===== config.mk =====
export PLATFORM = sky130hd
export DESIGN_NAME = core_boot_ctrl
export DESIGN_NICKNAME = d
export VERILOG_FILES = /design/src/rtl/core_boot_pkg.sv /design/src/rtl/boot_seq.sv /design/src/rtl/sr_regs.sv /design/src/rtl/mem_cfg_bank.sv /design/src/rtl/core_boot_ctrl.sv
export SDC_FILE = /design/constraint.sdc
export NUM_CORES = 1
export LEC_CHECK = 0
export BUFFER_PORTS_ARGS = -buffer_cell sky130_fd_sc_hd__buf_4
export CORE_MARGIN = 3
export CORE_UTILIZATION = 49
export CTS_CLUSTER_DIAMETER = 100
export DETAILED_ROUTE_END_ITERATION = 8
export HOLD_SLACK_MARGIN = 0.06
export PLACE_DENSITY = 0.93
export REMOVE_ABC_BUFFERS = 1
export SYNTH_ARGS = -nofsm -noshare
export SYNTH_HDL_FRONTEND = slang
export SYNTH_SLANG_ARGS = --single-unit

===== constraint.sdc =====
create_clock -name clk -period 4.15 [get_ports clk]
set_input_delay 0.2075 -clock clk [delete_from_list [all_inputs] [get_ports clk]]
set_output_delay 0.2075 -clock clk [all_outputs]
set_load 0.02 [all_outputs]

===== src/rtl/core_boot_pkg.sv =====
package core_boot_pkg;
  typedef enum logic [2:0] {
    ST_WAITBUS,
    ST_SP,
    ST_PC,
    ST_FIRST,
    ST_RUN,
    ST_HALT
  } boot_st_t;

  localparam int SR_W       = 16;
  localparam int SR_T_BIT   = 15;
  localparam int SR_S_BIT   = 13;
  localparam int SR_M_BIT   = 12;
  localparam int SR_IPL_LSB = 8;
  localparam logic [SR_W-1:0] SR_RESET =
    SR_W'((1 << SR_S_BIT) | (7 << SR_IPL_LSB));
endpackage


===== src/rtl/boot_seq.sv =====
module boot_seq
  import core_boot_pkg::*;
#(
  parameter int AW = 32,
  parameter int DW = 32
) (
  input  logic          clk,
  input  logic          rst,
  input  logic          bus_own,
  input  logic [DW-1:0] bus_rdata,
  input  logic          bus_ready,
  input  logic          bus_err,
  input  logic          core_fault,
  input  logic          exc_done,
  input  logic          first_exec,
  output logic          bus_req,
  output logic [AW-1:0] bus_addr,
  output logic [DW-1:0] boot_sp,
  output logic [DW-1:0] boot_pc,
  output logic          boot_done,
  output logic          run_en,
  output logic          halted,
  output logic          wr_allow
);
  localparam int WORD_BYTES = DW / 8;

  boot_st_t st;
  logic     in_exc;

  always_ff @(posedge clk) begin
    if (rst) begin
      st        <= ST_WAITBUS;
      bus_req   <= 1'b0;
      bus_addr  <= '0;
      boot_sp   <= '0;
      boot_pc   <= '0;
      boot_done <= 1'b0;
      run_en    <= 1'b0;
      halted    <= 1'b0;
      in_exc    <= 1'b0;
    end else begin
      boot_done <= 1'b0;
      case (st)
        ST_WAITBUS: if (bus_own) begin
          st       <= ST_SP;
          bus_req  <= 1'b1;
          bus_addr <= '0;
        end
        ST_SP: if (bus_err) begin
          st      <= ST_HALT;
          bus_req <= 1'b0;
          halted  <= 1'b1;
        end else if (bus_ready) begin
          boot_sp  <= bus_rdata;
          bus_addr <= AW'(WORD_BYTES);
          st       <= ST_PC;
        end
        ST_PC: if (bus_err) begin
          st      <= ST_HALT;
          bus_req <= 1'b0;
          halted  <= 1'b1;
        end else if (bus_ready) begin
          boot_pc   <= bus_rdata;
          bus_req   <= 1'b0;
          boot_done <= 1'b1;
          run_en    <= 1'b1;
          st        <= ST_FIRST;
        end
        ST_FIRST: if (core_fault) begin
          st     <= ST_HALT;
          run_en <= 1'b0;
          halted <= 1'b1;
        end else if (first_exec) begin
          st <= ST_RUN;
        end
        ST_RUN: if (core_fault) begin
          if (in_exc) begin
            st     <= ST_HALT;
            run_en <= 1'b0;
            halted <= 1'b1;
          end else begin
            in_exc <= 1'b1;
          end
        end else if (exc_done) begin
          in_exc <= 1'b0;
        end
        default: begin
          st      <= ST_HALT;
          bus_req <= 1'b0;
          run_en  <= 1'b0;
          halted  <= 1'b1;
        end
      endcase
    end
  end

  assign wr_allow = (st == ST_RUN);


  no_req_without_own_chk: assert property (@(posedge clk) disable iff (rst)
    (!bus_req && !bus_own) |=> !bus_req);

  req_hold_chk: assert property (@(posedge clk) disable iff (rst)
    (bus_req && !bus_ready && !bus_err) |=> (bus_req && $stable(bus_addr)));

  done_pulse_chk: assert property (@(posedge clk) disable iff (rst)
    boot_done |=> !boot_done);

  done_with_run_chk: assert property (@(posedge clk) disable iff (rst)
    boot_done |-> (run_en && !bus_req));

  halt_sticky_chk: assert property (@(posedge clk) disable iff (rst)
    halted |=> halted);

  halt_quiet_chk: assert property (@(posedge clk) disable iff (rst)
    halted |-> (!run_en && !bus_req && !boot_done));
endmodule


===== src/rtl/sr_regs.sv =====
module sr_regs
  import core_boot_pkg::*;
#(
  parameter int AW = 32
) (
  input  logic            clk,
  input  logic            rst,
  input  logic            wr_allow,
  input  logic            sr_we,
  input  logic [SR_W-1:0] sr_wdata,
  input  logic            vbr_we,
  input  logic [AW-1:0]   vbr_wdata,
  output logic [SR_W-1:0] sr_q,
  output logic [AW-1:0]   vbr_q
);
  always_ff @(posedge clk) begin
    if (rst) begin
      sr_q  <= SR_RESET;
      vbr_q <= '0;
    end else if (wr_allow) begin
      if (sr_we)  sr_q  <= sr_wdata;
      if (vbr_we) vbr_q <= vbr_wdata;
    end
  end


  sr_reset_val_chk: assert property (@(posedge clk) disable iff (rst)
    $past(rst) |-> (sr_q[SR_S_BIT] && !sr_q[SR_T_BIT] && !sr_q[SR_M_BIT]
                    && sr_q[SR_IPL_LSB+:3] == 3'd7 && vbr_q == '0));

  sr_locked_chk: assert property (@(posedge clk) disable iff (rst)
    !wr_allow |=> ($stable(sr_q) && $stable(vbr_q)));
endmodule


===== src/rtl/mem_cfg_bank.sv =====
module mem_cfg_bank #(
  parameter int NMEM = 2,
  parameter int CW   = 8
) (
  input  logic               clk,
  input  logic               rst,
  input  logic               wr_allow,
  input  logic [NMEM-1:0]    we,
  input  logic [CW-1:0]      wdata,
  output logic [NMEM*CW-1:0] cfg_q
);
  for (genvar g = 0; g < NMEM; g++) begin : g_slot
    always_ff @(posedge clk) begin
      if (rst)
        cfg_q[g*CW +: CW] <= '0;
      else if (wr_allow && we[g])
        cfg_q[g*CW +: CW] <= wdata;
    end
  end


  cfg_locked_chk: assert property (@(posedge clk) disable iff (rst)
    !wr_allow |=> $stable(cfg_q));

  cfg_cleared_chk: assert property (@(posedge clk) disable iff (rst)
    $past(rst) |-> (cfg_q == '0));
endmodule


===== src/rtl/core_boot_ctrl.sv =====
module core_boot_ctrl
  import core_boot_pkg::*;
#(
  parameter int AW   = 32,
  parameter int DW   = 32,
  parameter int NMEM = 2,
  parameter int CW   = 8
) (
  input  logic               clk,
  input  logic               rst,
  input  logic               bus_own,
  output logic               bus_req,
  output logic [AW-1:0]      bus_addr,
  input  logic [DW-1:0]      bus_rdata,
  input  logic               bus_ready,
  input  logic               bus_err,
  input  logic               core_fault,
  input  logic               exc_done,
  input  logic               first_exec,
  output logic               run_en,
  output logic               boot_done,
  output logic [DW-1:0]      boot_sp,
  output logic [DW-1:0]      boot_pc,
  output logic               halted,
  input  logic               sr_we,
  input  logic [SR_W-1:0]    sr_wdata,
  input  logic               vbr_we,
  input  logic [AW-1:0]      vbr_wdata,
  output logic [SR_W-1:0]    sr,
  output logic [AW-1:0]      vbr,
  input  logic [NMEM-1:0]    mem_cfg_we,
  input  logic [CW-1:0]      mem_cfg_wdata,
  output logic [NMEM*CW-1:0] mem_cfg
);
  logic wr_allow;

  boot_seq #(.AW(AW), .DW(DW)) u_seq (
    .clk        (clk),
    .rst        (rst),
    .bus_own    (bus_own),
    .bus_rdata  (bus_rdata),
    .bus_ready  (bus_ready),
    .bus_err    (bus_err),
    .core_fault (core_fault),
    .exc_done   (exc_done),
    .first_exec (first_exec),
    .bus_req    (bus_req),
    .bus_addr   (bus_addr),
    .boot_sp    (boot_sp),
    .boot_pc    (boot_pc),
    .boot_done  (boot_done),
    .run_en     (run_en),
    .halted     (halted),
    .wr_allow   (wr_allow)
  );

  sr_regs #(.AW(AW)) u_sr (
    .clk       (clk),
    .rst       (rst),
    .wr_allow  (wr_allow),
    .sr_we     (sr_we),
    .sr_wdata  (sr_wdata),
    .vbr_we    (vbr_we),
    .vbr_wdata (vbr_wdata),
    .sr_q      (sr),
    .vbr_q     (vbr)
  );

  mem_cfg_bank #(.NMEM(NMEM), .CW(CW)) u_cfg (
    .clk      (clk),
    .rst      (rst),
    .wr_allow (wr_allow),
    .we       (mem_cfg_we),
    .wdata    (mem_cfg_wdata),
    .cfg_q    (mem_cfg)
  );
endmodule


==> qor.txt, run 1 <==
Status = finished, final reports clean
Gr usage total = 32.9%
Area of placed instances = 6780 um^2
Clock Sink Count = 137
Die Ht = 109 um
Critical path arrival = 3.03 ns
Worst hold path startpoint = bus_err
Crit path max fanout = 32
Later-pin clock latency in the skew report = 0.50 ns
Total iterations of the first detailed-routing run = 5
Cts repair resizes = 0
Vias = 5880
Post-synthesis register bit count = 137
Synth Flop Type = dfxtp_1
DP Wirelength = 10300 um
Final Non-Filler Cells = 1110
CP startpoint = u_seq.st[2]
RSZ-0062 raised after global routing = false
Final setup vio count = 0
CTS tree = yes
Num CTS Buffers = 17
Fraction of registers with async set or reset after synthesis = 0%
Crit Path Class = reg2reg
Core Area = 10000 um^2
Fmax = 381 MHz
PortBufs = 232
Iteration-0 DRC Markers = 632
Drt via density = 5.30
Hold Path End = u_seq.halted
Worst setup SP type = flop
Hold path depth = 3
DP Cell Count = 983
First-pass GRT wire length = 30100 um
Slowest stage cell on the critical path = and2_1
Relative slew slack = 25.3%
Largest net degree at the start of global routing = 91
RR Endpoint = u_sr.vbr_q[13]
Area grow syn2layout = 62.1%
DRT Wirelength = 20000 um
Worst-case reg-to-reg path depth = 4
MaxCap Viol Count = 0
Worst R2R Setup Slack = 1.53 ns
DRC = 0
Initial core utilization = 51.6%
Distinct cell type count after synthesis = 29
Tmin final = 2.62 ns
ANT nets after route = 0
Horiz. Die Dim = 109 um
RR Startpoint = u_seq.st[2]
CTS root buf = clkbuf_8
Slew Viols, Final = 0
EDFF count, synth = 0
HP Class = in2reg
Worst Hold Slack = 0.0899 ns
Final Cycle Share = 63.2%
Clock Path Buffers = 2
Share of layout cells above drive strength 1 = 27.8%
Mapped cell area = 5160 um^2
Final GP Congestion = 0.789
Most area-hungry cell type in the Yosys netlist = dfxtp_1
Power Density = 416 nW/um^2
Hold Fails Final Rpt = 0
Vias in the first global route = 5820
CP endpoint kind = flop
Cell area after layout = 8370 um^2
Final WS setup = 1.53 ns
Worst-margin pin slew = 1.12 ns
# nets final = 1061
Post-Place Setup Slack = 1.81 ns
Mean Syn Cell Area = 7.83 um^2
Die ar. = 11800 um^2
Post-Synthesis Cells = 659
Static Leak = 0.00356 uW
Area contributors post-synth = dfxtp_1, nand2_1, a21oi_1
Final setup TNS = 0 ns
Worst path cell trace = nor3b_4 > and2_1 > nand2_1 > a21oi_1
Io pins = 264
Cell Rows = 36
GRT overflow = 0
Wire length per cell = 18.0 um
Maximum vdd ir drop = 407 uV
Worst EP required = 4.56 ns
Worst Skew = 0.00879 ns
Initial antenna violation count = 1
Number of synthesis warnings = 0
CTS H-tree lvls = 4
Post-synthesis sequential area ratio = 53.1%
CP max stage delay = 0.94 ns
Synth top area share = 53.1%
Clk slew on worst S/H paths = 0.07 ns
layer usage:
metal,vias up,share of wire [%],track usage [%]
met5,-,0,0
met4,0,4.7,19.0
met3,82,9.8,10.7
met2,406,51,57.7
met1,2709,34,34.4
li1,2683,-,-
worst max path at each step:
stage / endpoint / slack, ns / depth (start not counted)
final: u_sr.vbr_q[13] / 1.53 / 4
after global routing: u_sr.vbr_q[13] / 1.27 / 4
after CTS: u_sr.vbr_q[25] / 1.72 / 4
after detailed placement: u_sr.vbr_q[13] / 1.81 / 4
after global placement: u_sr.vbr_q[31] / 1.92 / 4
after floorplan: u_seq.boot_pc[0] / 2.30 / 4
cell type report:
cell class	instances	area, um^2
Antenna cell	3	7.51
Clock buffer	19	422
Clock inverter	13	239
Fill cell	498	1630
Inverter	3	11.3
Multi-Input combinational cell	473	2080
Sequential cell	137	2740
Tap cell	133	166
Timing Repair Buffer	329	2700
cell usage after synthesis, types with 2 or more instances:
library cell and count:
a211oi_1 2, a21oi_1 131, a31oi_1 3, and2_1 5
buf_2 12, buf_4 38, clkbuf_1 26, dfxtp_1 137
inv_1 3, nand2_1 269, nand2b_1 2, nand3_1 3
nand3b_1 5, nor2_1 5, o21ai_0 4
per-stage QoR:
step           utilization (%)  total power [uW]
3_5_place_dp              67.8              1710
5_1_grt                   83.6              3580
2_1_floorplan                -              1540
4_1_cts                   83.6              3460
6_report                  83.7              3480
3_3_place_gp              67.8              1710
logic make-up after synthesis:
group	Yosys count	synth area share, %
compound gates	145	14.5
xor+xnor	1	0.170
buf+inv	79	8.80
flops	137	53.1
other cells	1	0.0727
simple gates	296	23.3
report_power, final:
part / internal, uW / leakage (uW) / switching [uW]
Combinational: 190 / 0.00214 / 212
Clock: 1110 / 0.000314 / 594
Sequential: 1350 / 0.00111 / 28.8
Total: 2650 / 0.00356 / 836
critical path: cells and delay by family (launching register included):
family          cells  cell delay (ns)
simple gates        3             1.71
flops               1             0.57
compound gates      1             0.26
state kept, by name, summed over array words and instances, names as in the netlist:
name and flops:
u_cfg.cfg_q 16, u_seq.boot_done 1, u_seq.boot_pc 32, u_seq.boot_sp 32, u_seq.bus_addr 1, u_seq.bus_req 1
u_seq.halted 1, u_seq.in_exc 1, u_seq.run_en 1, u_seq.st 3, u_sr.sr_q 16, u_sr.vbr_q 32
placed cells by master, fill, tap and decap left out, types with 4 or more instances in the layout:
cell type,netlist,routed
nand2_1,269,269
buf_4,38,237
dfxtp_1,137,137
a21oi_1,131,131
dlygate4sd3_1,0,92
conb_1,1,31
clkbuf_16,0,16
bufinv_16,0,6
and2_1,5,5
nand3b_1,5,5
nor2_1,5,5
o21ai_0,4,4
inv_6,0,4
repair_timing:
item / 4_1_cts / 5_1_grt
buffers inserted: 0 / 0
hold buffers: 92 / 0
hold endpoints to repair: 132 / 0
Note: power is estimated with default switching activity, not from simulation.
==> run 2: changes to the inputs <==
Settings changed: CORE_UTILIZATION 49 to 41, PLACE_DENSITY 0.93 to 0.84.
Clock period 4.15 ns to 2.4 ns, I/O delays scaled along.
==> qor.txt, run 2 (synthesis results as in run 1) <==
Cts repair resizes = 0
Total iterations of the first detailed-routing run = 5
Horiz. Die Dim = 118 um
Crit path max fanout = 31
RSZ-0062 raised after global routing = false
Antenna cells = 0
CTS root buf = clkbuf_16
Share of layout cells above drive strength 1 = 28.0%
Hold Fails Final Rpt = 0
Slew Viols, Final = 0
# nets final = 1067
Status = finished, final reports clean
Later-pin clock latency in the skew report = 0.41 ns
Critical path arrival = 2.58 ns
Worst-margin pin slew = 0.585 ns
Clock Sink Count = 137
CTS H-tree lvls = 4
Vias = 5628
Final Cycle Share = 92.7%
Die Ht = 118 um
CP startpoint = u_seq.st[1]
Clock Path Buffers = 2
DP Wirelength = 10300 um
Drt via density = 4.91
Power, Total = 5710 uW
Static Leak = 0.00357 uW
CTS tree = yes
Crit Path Class = reg2reg
DRC = 0
First-pass GRT wire length = 28900 um
CP endpoint kind = flop
MaxCap Viol Count = 0
Gr usage total = 25.7%
Area grow syn2layout = 62.8%
Core Area = 12200 um^2
Worst setup SP type = flop
Final GP Congestion = 0.825
Relative slew slack = 61.0%
ANT nets after route = 0
Initial core utilization = 42.4%
Final setup TNS = 0 ns
Fmax = 449 MHz
Worst Skew = 0.00806 ns
Tmin final = 2.23 ns
Cell Rows = 40
GRT overflow = 0
Largest net degree at the start of global routing = 78
Final setup vio count = 0
Io pins = 264
Initial antenna violation count = 0
Clk slew on worst S/H paths = 0.05 ns
RR Startpoint = u_seq.st[1]
HP Class = in2reg
Commonest non-fill, non-tap cell in the layout = nand2_1
DRT Wirelength = 18200 um
Wire length per cell = 15.8 um
Worst EP required = 2.75 ns
Num CTS Buffers = 17
Worst hold path startpoint = bus_ready
Die ar. = 14000 um^2
Power Density = 680 nW/um^2
Vias in the first global route = 5563
Biggest regs = u_seq.boot_pc: 32 flops, u_seq.boot_sp: 32 flops, u_sr.vbr_q: 32 flops
Iteration-0 DRC Markers = 533
Commonest non-fill, non-tap cells in the layout = nand2_1, buf_4, dfxtp_1
PortBufs = 232
Maximum vdd ir drop = 455 uV
## run 2: cell type report
cell class                 instances  area, um^2
timing repair buffer             335        2770
multi-input combinational        473        2080
sequential                       137        2740
clock buffer                      19         443
clock inverter                    12         151
fill                             868        3760
tap                              168         210
inverter                           3        11.3
## run 2: timing repair
action,CTS,global route
endpoints found under the hold margin,132,0
setup buffers,0,0
hold buffers,95,0
## run 2: routing by layer
metal | vias up | GRT usage, % | wire length [um]
met2 | 311 | 44.4 | 9000
met3 | 44 | 8.56 | 1770
met1 | 2596 | 28.3 | 6790
li1 | 2677 | - | -
met4 | 0 | 11.9 | 591
met5 | - | 0 | 0
## run 2: through the flow
step	cells	area (um^2)	util [%]	setup WS [ns]	hold WS, ns
3_3_place_gp	1021	6860	56.4	0.601	0.330
5_1_grt	1147	8400	69.1	0.0119	0.0843
6_report	1147	8400	69.1	0.175	0.0930
2_1_floorplan	613	4830	-	0.546	0.189
4_1_cts	1147	8400	69.1	0.187	0.0695
3_5_place_dp	1021	6860	56.4	0.541	0.336
## run 2: power breakdown
group	internal (uW)	switching, uW	total (uW)
combinational	338	358	696
sequential	2330	49.3	2380
clock	1650	982	2630
total	4320	1390	5710
## run 2: critical path, cell delays in order (launching register included)
cell,delay [ns]
dfxtp_1,0.47
nor4b_2,0.40
and2_1,0.19
buf_4,0.33
nand2_1,0.09
a21oi_1,0.12
dlygate4sd3_1,0.55
## run 2: worst paths after layout
kind / end / slack, ns / cells after the start
setup / recovery: u_seq.boot_sp[19] / 0.17 / 6
hold / removal: u_seq.boot_pc[18] / 0.09 / 4
setup reg to reg: u_seq.boot_sp[19] / 0.17 / 6
hold reg to reg: u_seq.boot_sp[15] / 0.45 / 2
